File: config.mk
export PLATFORM = sky130hd
export DESIGN_NAME = word_decrypt_guard
export DESIGN_NICKNAME = d
export VERILOG_FILES = /design/src/rtl/wdg_pkg.sv /design/src/rtl/wdg_crc.sv /design/src/rtl/wdg_read_pipe.sv /design/src/rtl/wdg_line_track.sv /design/src/rtl/word_decrypt_guard.sv
export SDC_FILE = /design/constraint.sdc
export NUM_CORES = 1
export LEC_CHECK = 0
export BUFFER_PORTS_ARGS = -buffer_cell sky130_fd_sc_hd__buf_4
export CAP_MARGIN = 15
export CORE_AREA = 8 8 274 276
export DETAILED_ROUTE_END_ITERATION = 10
export DIE_AREA = 0 0 282 284
export PLACE_DENSITY = 0.48
export SYNTH_ARGS = -nofsm -noshare
export SYNTH_HDL_FRONTEND = slang
export SYNTH_HIERARCHICAL = 1
export SYNTH_SLANG_ARGS = --single-unit
File: constraint.sdc
create_clock -name clk -period 8.7 [get_ports clk]
set_input_delay 0.435 -clock clk [delete_from_list [all_inputs] [get_ports clk]]
set_output_delay 0.435 -clock clk [all_outputs]
set_load 0.01 [all_outputs]
File: src/rtl/wdg_pkg.sv
package wdg_pkg;

   // Index width for a count of items, never below one bit.
   function automatic int unsigned idx_bits(input int unsigned n);
      return (n < 2) ? 1 : $clog2(n);
   endfunction

   function automatic bit is_pow2(input int unsigned n);
      return (n != 0) && ((n & (n - 1)) == 0);
   endfunction

endpackage

File: src/rtl/wdg_crc.sv
// Combinational CRC over one data word, MSB first, zero start value.
module wdg_crc #(
   parameter int unsigned         DATA_W = 32,
   parameter int unsigned         CRC_W  = 8,
   parameter logic [CRC_W-1:0]    POLY   = 'h07
) (
   input  logic [DATA_W-1:0] data_i,
   output logic [CRC_W-1:0]  crc_o
);

   if (CRC_W < 2 || CRC_W > DATA_W) begin : g_bad_width
      $error("wdg_crc: CRC_W must lie in 2..DATA_W");
   end

   always_comb begin
      logic [CRC_W-1:0] rem;
      rem = '0;
      for (int b = DATA_W - 1; b >= 0; b--) begin
         if (rem[CRC_W-1] ^ data_i[b]) rem = (rem << 1) ^ POLY;
         else                          rem = rem << 1;
      end
      crc_o = rem;
   end

endmodule

File: src/rtl/wdg_read_pipe.sv
// Three register stages: capture+select, unmask, check.
module wdg_read_pipe import wdg_pkg::*; #(
   parameter int unsigned      WORD_W = 32,
   parameter int unsigned      WORDS  = 8,
   parameter int unsigned      CRC_W  = 8,
   parameter logic [CRC_W-1:0] POLY   = 'h07,
   localparam int unsigned     IDX_W  = idx_bits(WORDS)
) (
   input  logic                     clk,
   input  logic                     rst_n,
   input  logic [WORD_W*WORDS-1:0]  pad_i,
   input  logic [CRC_W*WORDS-1:0]   tag_i,
   input  logic                     beat_valid_i,
   input  logic [IDX_W-1:0]         beat_idx_i,
   input  logic [WORD_W-1:0]        beat_ct_i,
   output logic                     word_valid_o,
   output logic [IDX_W-1:0]         word_idx_o,
   output logic [WORD_W-1:0]        word_pt_o,
   output logic                     word_err_o
);

   logic [WORD_W-1:0] pad_sl [WORDS];
   logic [CRC_W-1:0]  tag_sl [WORDS];

   for (genvar g = 0; g < WORDS; g++) begin : g_slice
      assign pad_sl[g] = pad_i[g*WORD_W +: WORD_W];
      assign tag_sl[g] = tag_i[g*CRC_W  +: CRC_W];
   end

   // Stage 1: beat captured with its own pad and tag slice
   logic              s1_v;
   logic [IDX_W-1:0]  s1_idx;
   logic [WORD_W-1:0] s1_ct, s1_pad;
   logic [CRC_W-1:0]  s1_tag;
   // Stage 2: plaintext
   logic              s2_v;
   logic [IDX_W-1:0]  s2_idx;
   logic [WORD_W-1:0] s2_pt;
   logic [CRC_W-1:0]  s2_tag;
   logic [CRC_W-1:0]  s2_crc;

   always_ff @(posedge clk or negedge rst_n) begin
      if (!rst_n) begin
         s1_v         <= 1'b0;
         s2_v         <= 1'b0;
         word_valid_o <= 1'b0;
         word_err_o   <= 1'b0;
      end else begin
         s1_v         <= beat_valid_i;
         s2_v         <= s1_v;
         word_valid_o <= s2_v;
         word_err_o   <= s2_v && (s2_crc != s2_tag);
      end
   end

   always_ff @(posedge clk) begin
      s1_idx     <= beat_idx_i;
      s1_ct      <= beat_ct_i;
      s1_pad     <= pad_sl[beat_idx_i];
      s1_tag     <= tag_sl[beat_idx_i];
      s2_idx     <= s1_idx;
      s2_pt      <= s1_ct ^ s1_pad;
      s2_tag     <= s1_tag;
      word_idx_o <= s2_idx;
      word_pt_o  <= s2_pt;
   end

   wdg_crc #(.DATA_W(WORD_W), .CRC_W(CRC_W), .POLY(POLY)) i_chk_crc (
      .data_i (s2_pt),
      .crc_o  (s2_crc)
   );

endmodule

File: src/rtl/wdg_line_track.sv
// Counts released words, pulses at each line end, keeps sticky line error.
module wdg_line_track import wdg_pkg::*; #(
   parameter int unsigned  WORDS = 8,
   localparam int unsigned IDX_W = idx_bits(WORDS),
   localparam logic [IDX_W-1:0] LAST = IDX_W'(WORDS - 1)
) (
   input  logic clk,
   input  logic rst_n,
   input  logic word_valid_i,
   input  logic word_err_i,
   output logic line_done_o,
   output logic line_err_o
);

   logic [IDX_W-1:0] seen_q;

   always_ff @(posedge clk or negedge rst_n) begin
      if (!rst_n) begin
         seen_q      <= '0;
         line_done_o <= 1'b0;
         line_err_o  <= 1'b0;
      end else begin
         line_done_o <= word_valid_i && (seen_q == LAST);
         if (word_valid_i) begin
            seen_q     <= (seen_q == LAST) ? '0 : seen_q + 1'b1;
            line_err_o <= (seen_q == '0) ? word_err_i : (line_err_o | word_err_i);
         end
      end
   end

endmodule

File: src/rtl/word_decrypt_guard.sv
module word_decrypt_guard import wdg_pkg::*; #(
   parameter int unsigned      WORD_W = 32,
   parameter int unsigned      WORDS  = 8,
   parameter int unsigned      CRC_W  = 8,
   parameter logic [CRC_W-1:0] POLY   = 'h07,
   localparam int unsigned     IDX_W  = idx_bits(WORDS),
   localparam int unsigned     LINE_W = WORD_W * WORDS,
   localparam int unsigned     TAG_W  = CRC_W * WORDS
) (
   input  logic              clk,
   input  logic              rst_n,
   input  logic [LINE_W-1:0] pad_i,
   input  logic [TAG_W-1:0]  tag_i,
   input  logic              beat_valid_i,
   input  logic [IDX_W-1:0]  beat_idx_i,
   input  logic [WORD_W-1:0] beat_ct_i,
   output logic              word_valid_o,
   output logic [IDX_W-1:0]  word_idx_o,
   output logic [WORD_W-1:0] word_pt_o,
   output logic              word_err_o,
   output logic              line_done_o,
   output logic              line_err_o,
   input  logic [LINE_W-1:0] wr_pt_i,
   output logic [TAG_W-1:0]  wr_tag_o
);

   if (!is_pow2(WORDS) || WORDS < 2) begin : g_bad_words
      $error("word_decrypt_guard: WORDS must be a power of two, at least 2");
   end
   if (WORD_W < 8) begin : g_bad_word_w
      $error("word_decrypt_guard: WORD_W must be at least 8");
   end

   wdg_read_pipe #(
      .WORD_W (WORD_W), .WORDS (WORDS), .CRC_W (CRC_W), .POLY (POLY)
   ) i_read_pipe (
      .clk          (clk),
      .rst_n        (rst_n),
      .pad_i        (pad_i),
      .tag_i        (tag_i),
      .beat_valid_i (beat_valid_i),
      .beat_idx_i   (beat_idx_i),
      .beat_ct_i    (beat_ct_i),
      .word_valid_o (word_valid_o),
      .word_idx_o   (word_idx_o),
      .word_pt_o    (word_pt_o),
      .word_err_o   (word_err_o)
   );

   wdg_line_track #(.WORDS (WORDS)) i_line_track (
      .clk          (clk),
      .rst_n        (rst_n),
      .word_valid_i (word_valid_o),
      .word_err_i   (word_err_o),
      .line_done_o  (line_done_o),
      .line_err_o   (line_err_o)
   );

   // Write side: one CRC unit per word, purely combinational
   for (genvar w = 0; w < WORDS; w++) begin : g_wr_tag
      wdg_crc #(.DATA_W(WORD_W), .CRC_W(CRC_W), .POLY(POLY)) i_wr_crc (
         .data_i (wr_pt_i[w*WORD_W +: WORD_W]),
         .crc_o  (wr_tag_o[w*CRC_W +: CRC_W])
      );
   end

endmodule

Word level (Yosys, flattened, before mapping)
Cells that the tools add are included.
{"block": "word_totals", "input_bits": 614, "ff_bits": 162}
{"block": "op_classes", "eq_ne": 2, "add_sub_neg": 1, "reduce_logical": 3, "mux": 296, "bitwise_logic": 561, "magnitude_cmp": 1}
{"op": "$mux W3", "count": 289}
{"op": "$not A3 Y3", "count": 279}
{"op": "$xor A1 B1 Y1", "count": 234}
{"op": "$bmux W32 S3", "count": 1}
{"op": "$mux W32", "count": 2}
{"op": "$xor A1 B1 Y1 const A", "count": 45}
{"op": "$xor A32 B32 Y32", "count": 1}
{"op": "$bmux W8 S3", "count": 1}
{"op": "$mux W8", "count": 2}
{"op": "$ne A8 B8 Y1", "count": 1}
{"op": "$ge A4 B4 Y1 const B", "count": 1}
{"op": "$not A3 Y4", "count": 1}
{"op": "$add A3 B1 Y3 const B", "count": 1}
{"op": "$eq A3 B3 Y1 const B", "count": 1}
{"op": "$logic_not A3 Y1", "count": 1}
{"op": "$logic_and A1 B1 Y1", "count": 2}
{"op": "$mux W1", "count": 1}
{"op": "$or A1 B1 Y1", "count": 1}

Longest topological paths before layout
{"block": "depth", "word_depth": 65, "mapped_depth": 8, "mapped_depth_nobuf": 8}

By module
The synthesis kept the hierarchy.
{"module": "wdg_crc", "instances": 9, "cells_each": 64, "seq_area_each_um2": 0.0, "area_per_inst_um2": 822.0}
{"module": "wdg_read_pipe", "instances": 1, "cells_each": 342, "seq_area_each_um2": 3163.0, "area_per_inst_um2": 6236.0}
{"module": "wdg_line_track", "instances": 1, "cells_each": 18, "seq_area_each_um2": 125.1, "area_per_inst_um2": 230.2}

Least setup slack after synthesis
OpenSTA, ideal clock, no wires.
{"block": "synth_timing", "path_kind": "reg2reg", "start": "reg i_read_pipe.s2_pt[31]", "end": "reg i_read_pipe.word_err_o", "arrival_ps": 2657, "period_less_slack_ps": 2793, "n_path_buf": 0, "path_stages_with_launch": 9, "slack_ps": 5907, "path_cell_list": "dfxtp_1 > xnor3_2 > xnor2_2 > xnor3_2 > xnor2_4 > xnor3_1 > xor2_1 > nor4_1 > a21boi_0"}
{"block": "synth_via", "elab_chain_cells": 25}
{"item": "from (decl)", "line": "wdg_read_pipe.sv:38", "rtl": "logic [WORD_W-1:0] s2_pt;"}
{"item": "from (signal assigned)", "line": "wdg_read_pipe.sv:62", "rtl": "s2_pt <= s1_ct ^ s1_pad;"}
{"item": "$mux W3 (*)", "line": "wdg_crc.sv:19", "rtl": "if (rem[CRC_W-1] ^ data_i[b]) rem = (rem << 1) ^ POLY;"}
{"item": "$xor A1 B1 Y1 or $not A3 Y3 (tied branches)"}
{"item": "$mux W3", "line": "wdg_crc.sv:19"}
{"item": "$not A3 Y3 (no source line) or $xor A1 B1 Y1 (tied branches)"}
{"item": "$mux W3", "line": "wdg_crc.sv:19"}
{"item": "$not A3 Y3 (no source line) or $xor A1 B1 Y1 (tied branches)"}
{"item": "$mux W3", "line": "wdg_crc.sv:19"}
{"item": "$xor A1 B1 Y1 or $not A3 Y3 (tied branches)"}
{"item": "(+10 left out)"}
{"item": "$mux W3", "line": "wdg_crc.sv:19"}
{"item": "$xor A1 B1 Y1 or $not A3 Y3 (tied branches)"}
{"item": "$mux W3", "line": "wdg_crc.sv:19"}
{"item": "$not A3 Y3 (no source line) or $xor A1 B1 Y1 (tied branches)"}
{"item": "$mux W3 (*)", "line": "wdg_crc.sv:19"}
{"item": "via i_read_pipe.s2_crc[1]", "line": "wdg_read_pipe.sv:40", "rtl": "logic [CRC_W-1:0] s2_crc;"}
{"item": "$ne A8 B8 Y1 (*)", "line": "wdg_read_pipe.sv:52", "rtl": "word_err_o <= s2_v && (s2_crc != s2_tag);"}
{"item": "$logic_and A1 B1 Y1 (*)", "line": "wdg_read_pipe.sv:52"}
{"item": "to (signal assigned)", "line": "wdg_read_pipe.sv:52"}
{"item": "to (decl)", "line": "wdg_read_pipe.sv:19", "rtl": "output logic word_err_o"}
The timed path passes the listed nets; every way through them passes the cells marked *.
A chain may end at the register's enable or synchronous reset.

Final worst setup path
{"block": "layout_timing", "start": "in wr_pt_i[95]", "end": "out wr_tag_o[17]"}
{"block": "layout_via", "elab_chain_cells": 23}
{"item": "from (decl)", "line": "word_decrypt_guard.sv:23", "rtl": "input logic [LINE_W-1:0] wr_pt_i,"}
{"item": "$mux W3 (*)", "line": "wdg_crc.sv:19"}
{"item": "$xor A1 B1 Y1 or $not A3 Y3 (tied branches)"}
{"item": "$mux W3", "line": "wdg_crc.sv:19"}
{"item": "$not A3 Y3 (no source line) or $xor A1 B1 Y1 (tied branches)"}
{"item": "$mux W3", "line": "wdg_crc.sv:19"}
{"item": "$not A3 Y3 (no source line) or $xor A1 B1 Y1 (tied branches)"}
{"item": "$mux W3", "line": "wdg_crc.sv:19"}
{"item": "$xor A1 B1 Y1 or $not A3 Y3 (tied branches)"}
{"item": "(+7 left out)"}
{"item": "$not A3 Y3 (no source line) or $xor A1 B1 Y1 (tied branches)"}
{"item": "$mux W3", "line": "wdg_crc.sv:19"}
{"item": "$not A3 Y3 (no source line) or $xor A1 B1 Y1 (tied branches)"}
{"item": "$mux W3", "line": "wdg_crc.sv:19"}
{"item": "$xor A1 B1 Y1 or $not A3 Y3 (tied branches)"}
{"item": "$mux W3", "line": "wdg_crc.sv:19"}
{"item": "$not A3 Y3 (no source line) or $xor A1 B1 Y1 (tied branches)"}
{"item": "$mux W3 (*)", "line": "wdg_crc.sv:19"}
{"item": "to (decl)", "line": "word_decrypt_guard.sv:24", "rtl": "output logic [TAG_W-1:0] wr_tag_o"}
Every way passes the cells marked *; elsewhere a longest branch is shown, timed or not.

==> out/metrics.yaml <==
hold_start: "beat_ct_i[20]"
fmax_mhz: 325
synthMuxAreaShare_pct: 18.5
synth-xor-area-share_pct: 55.9
critPathMaxFanout: 3
wl_um: 54000
dpl_worst_slack_ns: 5.61
antenna_found_initial: 2
path_delay_family: "XOR/XNOR gates"
startpoint: "wr_pt_i[95]"
cp.arrival_ns: 2.64
gp_congestion: 0.868
path_class: "in2out"
fin_ws_ns: 5.62
synth.distinct_cells: 25
regArea_um2: 3290
path_cells: "buf_4 > xnor3_2 > xnor2_2 > xnor3_2 > xnor2_4 > xnor3_1 > buf_4"
postRouteAntennaNets: 0
path_clk_slew_ns: 0.07
period_needed_ns: 3.08
overflow: 0
power_density_nw_per_um2: 338
synth_top_family_by_area: "XOR/XNOR gates"
worstRegToRegCells: 8
std_cell_rows: 98
grt_pass1_wl_um: 76700
root_buffer: "clkbuf_16"
cts_buffer_depth: 2
critPathMaxStageDelay_ns: 0.53
synth_cells: 936
fin_total_pwr_mw: 7.07
final_util_pct: 29.6
multi_input_area_um2: 10400
viasPerCell: 3.77
endpoint: "wr_tag_o[17]"
start_util_pct: 19.6
hold_viol_final: 0
post-route-period-util_pct: 35.4
hpwlAfterDp_um: 48800
ys_seq_area_share_pct: 23.7
synthAdderAreaFrac_pct: 0.271
cts_tree: "done"
r2r_setup_slack_ns: 5.73
core_um2: 70800
synth-edff-count: 0
slew_viol_final: 0
async_reset_ff_share_pct: 5.56
yosysWarnings: 6
hp-class: "in2reg"
p_leak_nw: 9.88
cts-buffers-inserted: 17
syn_nets: 1553
ir_drop_v: 0.000313
fp.dieArea_um2: 80100
vias: 9848
htree_num_levels: 4
insertion_delay_ns: 0.43
synthFlopType: "dfxtp_1"
drtIter0Drc: 281
die-width_um: 282
grtUsageTotal_pct: 12.9
finalSetupViolations: 0
grt_setup_unrepaired: "false"
cts_num_sinks: 162
maxCapViolations: 0
holdWs_ns: 0.102
die_h_um: 284
syn_area_um2: 13900
synth_simple_gate_area_share_pct: 0.289
cpMaxStageDelayCell: "xnor3_2"
synth_compound_area_share_pct: 0.208
crit_path_start_kind: "input pin"
end_kind: "output pin"
final_nets: 2268
drcViolationCount: 0
post_cts_buffers: 0
drive_above_1_share_pct: 50.8
tightest_slew_ns: 0.980
grt_max_degree: 82
synth_area_per_cell_um2: 14.8
outcome: "complete, no violations"
worstReg2RegStart: "i_read_pipe/s2_pt[31]"
relSlewSlack_pct: 34.7
reg2reg_to: "i_read_pipe/word_err_o"
wire_per_inst_um: 20.7
port_buffers: 716
clock_skew_ns: 0.0150
drt_pre_antenna_iters: 4
final.setup.tns_ns: 0
ioPinCount: 717
critPathBufInv: 2
area_delta_synth_final_pct: 50.9
grt_pass1_vias: 11549
ys_ff_latch: 162
crit_cells: 7
worstPathRequired_ns: 8.27
n_fill_cell: 7345
==> final cells by class <==
cell class | instances | share of cell area, %
multi-input combinational | 750 | 49.8
timing repair buffer | 718 | 25.9
sequential | 162 | 15.7
tap | 950 | 5.68
clock buffer | 20 | 2.18
clock inverter | 11 | 0.729
inverter | 2 | 0.0359
antenna | 1 | 0.0120
==> synth_stat cells, types with 2 or more instances <==
cell | n | share of area (%)
dfxtp_1 | 153 | 22
xor2_1 | 130 | 8.2
xnor3_4 | 9 | 1.7
xnor2_2 | 18 | 2.1
mux2_2 | 41 | 3.3
xnor3_2 | 18 | 3.1
dfrtp_1 | 9 | 1.6
xnor2_4 | 9 | 1.8
mux4_1 | 80 | 15
xnor3_1 | 108 | 18
xor3_1 | 9 | 1.5
xnor2_1 | 315 | 20
inv_1 | 2 | 0.054
buf_6 | 9 | 0.73
ha_1 | 3 | 0.27
nor4_1 | 2 | 0.090
clkbuf_1 | 13 | 0.35
==> layer usage <==
metal | GRT usage [%] | up-vias | wire length, um
met3 | 3.69 | 36 | 3880
met4 | 3.22 | 4 | 1040
met5 | 0 | - | 27
met1 | 13.2 | 4669 | 19200
met2 | 25.2 | 379 | 29900
li1 | - | 4760 | -
==> worst min-delay path by stage <==
stage | endpoint | slack [ns] | cells past startpoint
4_1_cts | i_read_pipe/s1_ct[20] | 0.07 | 1
6_report | i_read_pipe/s1_ct[20] | 0.10 | 1
3_3_place_gp | i_line_track/line_done_o | 0.27 | 1
5_1_grt | i_read_pipe/s1_ct[20] | 0.08 | 1
3_5_place_dp | i_line_track/seen_q[2] | 0.27 | 1
2_1_floorplan | i_line_track/line_done_o | 0.14 | 0
==> cells by family after synthesis <==
group           count (synthesis)
compound gates                  4
xor+xnor                      616
fa+ha+maj                       3
buf+inv                        24
flops                         162
mux                           121
simple gates                    6
==> stage by stage <==
stage,cell area (um^2),std cells
3_5_place_dp,20300,2580
3_3_place_gp,20300,2580
2_1_floorplan,13900,936
4_1_cts,20900,2612
6_report,20900,2614
5_1_grt,20900,2613
==> power by group <==
group | internal [mW] | switching [mW]
sequential | 0.850 | 0.0725
combinational | 3.14 | 2.25
clock | 0.468 | 0.301
==> worst reg2reg max path: stages, from the launching register on <==
cell,delay (ns)
dfxtp_1,0.39
xnor3_2,0.51
xnor2_2,0.25
xnor3_2,0.53
xnor2_4,0.21
xnor3_1,0.44
xor2_1,0.15
nor4_1,0.24
a21boi_0,0.12
==> cell usage in the layout (no fill, tap or decap), types with 2 or more instances in the layout <==
cell,count
inv_6,3
dfrtp_1,9
xnor2_2,18
buf_4,716
nor4_1,2
inv_1,2
ha_1,3
mux4_1,80
mux2_2,41
clkinvlp_4,3
clkbuf_8,2
clkbuf_16,17
dfxtp_1,153
xnor2_4,9
xor3_1,9
bufinv_16,3
xnor3_2,18
xnor2_1,315
xor2_1,130
xnor3_4,9
xnor3_1,108
==> registers in the layout, summed over array words and instances, names as in the netlist, 8 cells and up <==
| register | count |
|---|---|
| i_read_pipe/s2_pt | 32 |
| i_read_pipe/s2_tag | 8 |
| i_read_pipe/s1_ct | 32 |
| i_read_pipe/s1_tag | 8 |
| i_read_pipe/word_pt_o | 32 |
| i_read_pipe/s1_pad | 32 |
==> repair_timing <==
item	4_1_cts	5_1_grt
hold endpoints to repair	9	0
hold buffers	1	0
gates resized for setup	0	0
endpoints found under the setup margin	0	0
No activity file was read; power rests on OpenSTA's default activity.
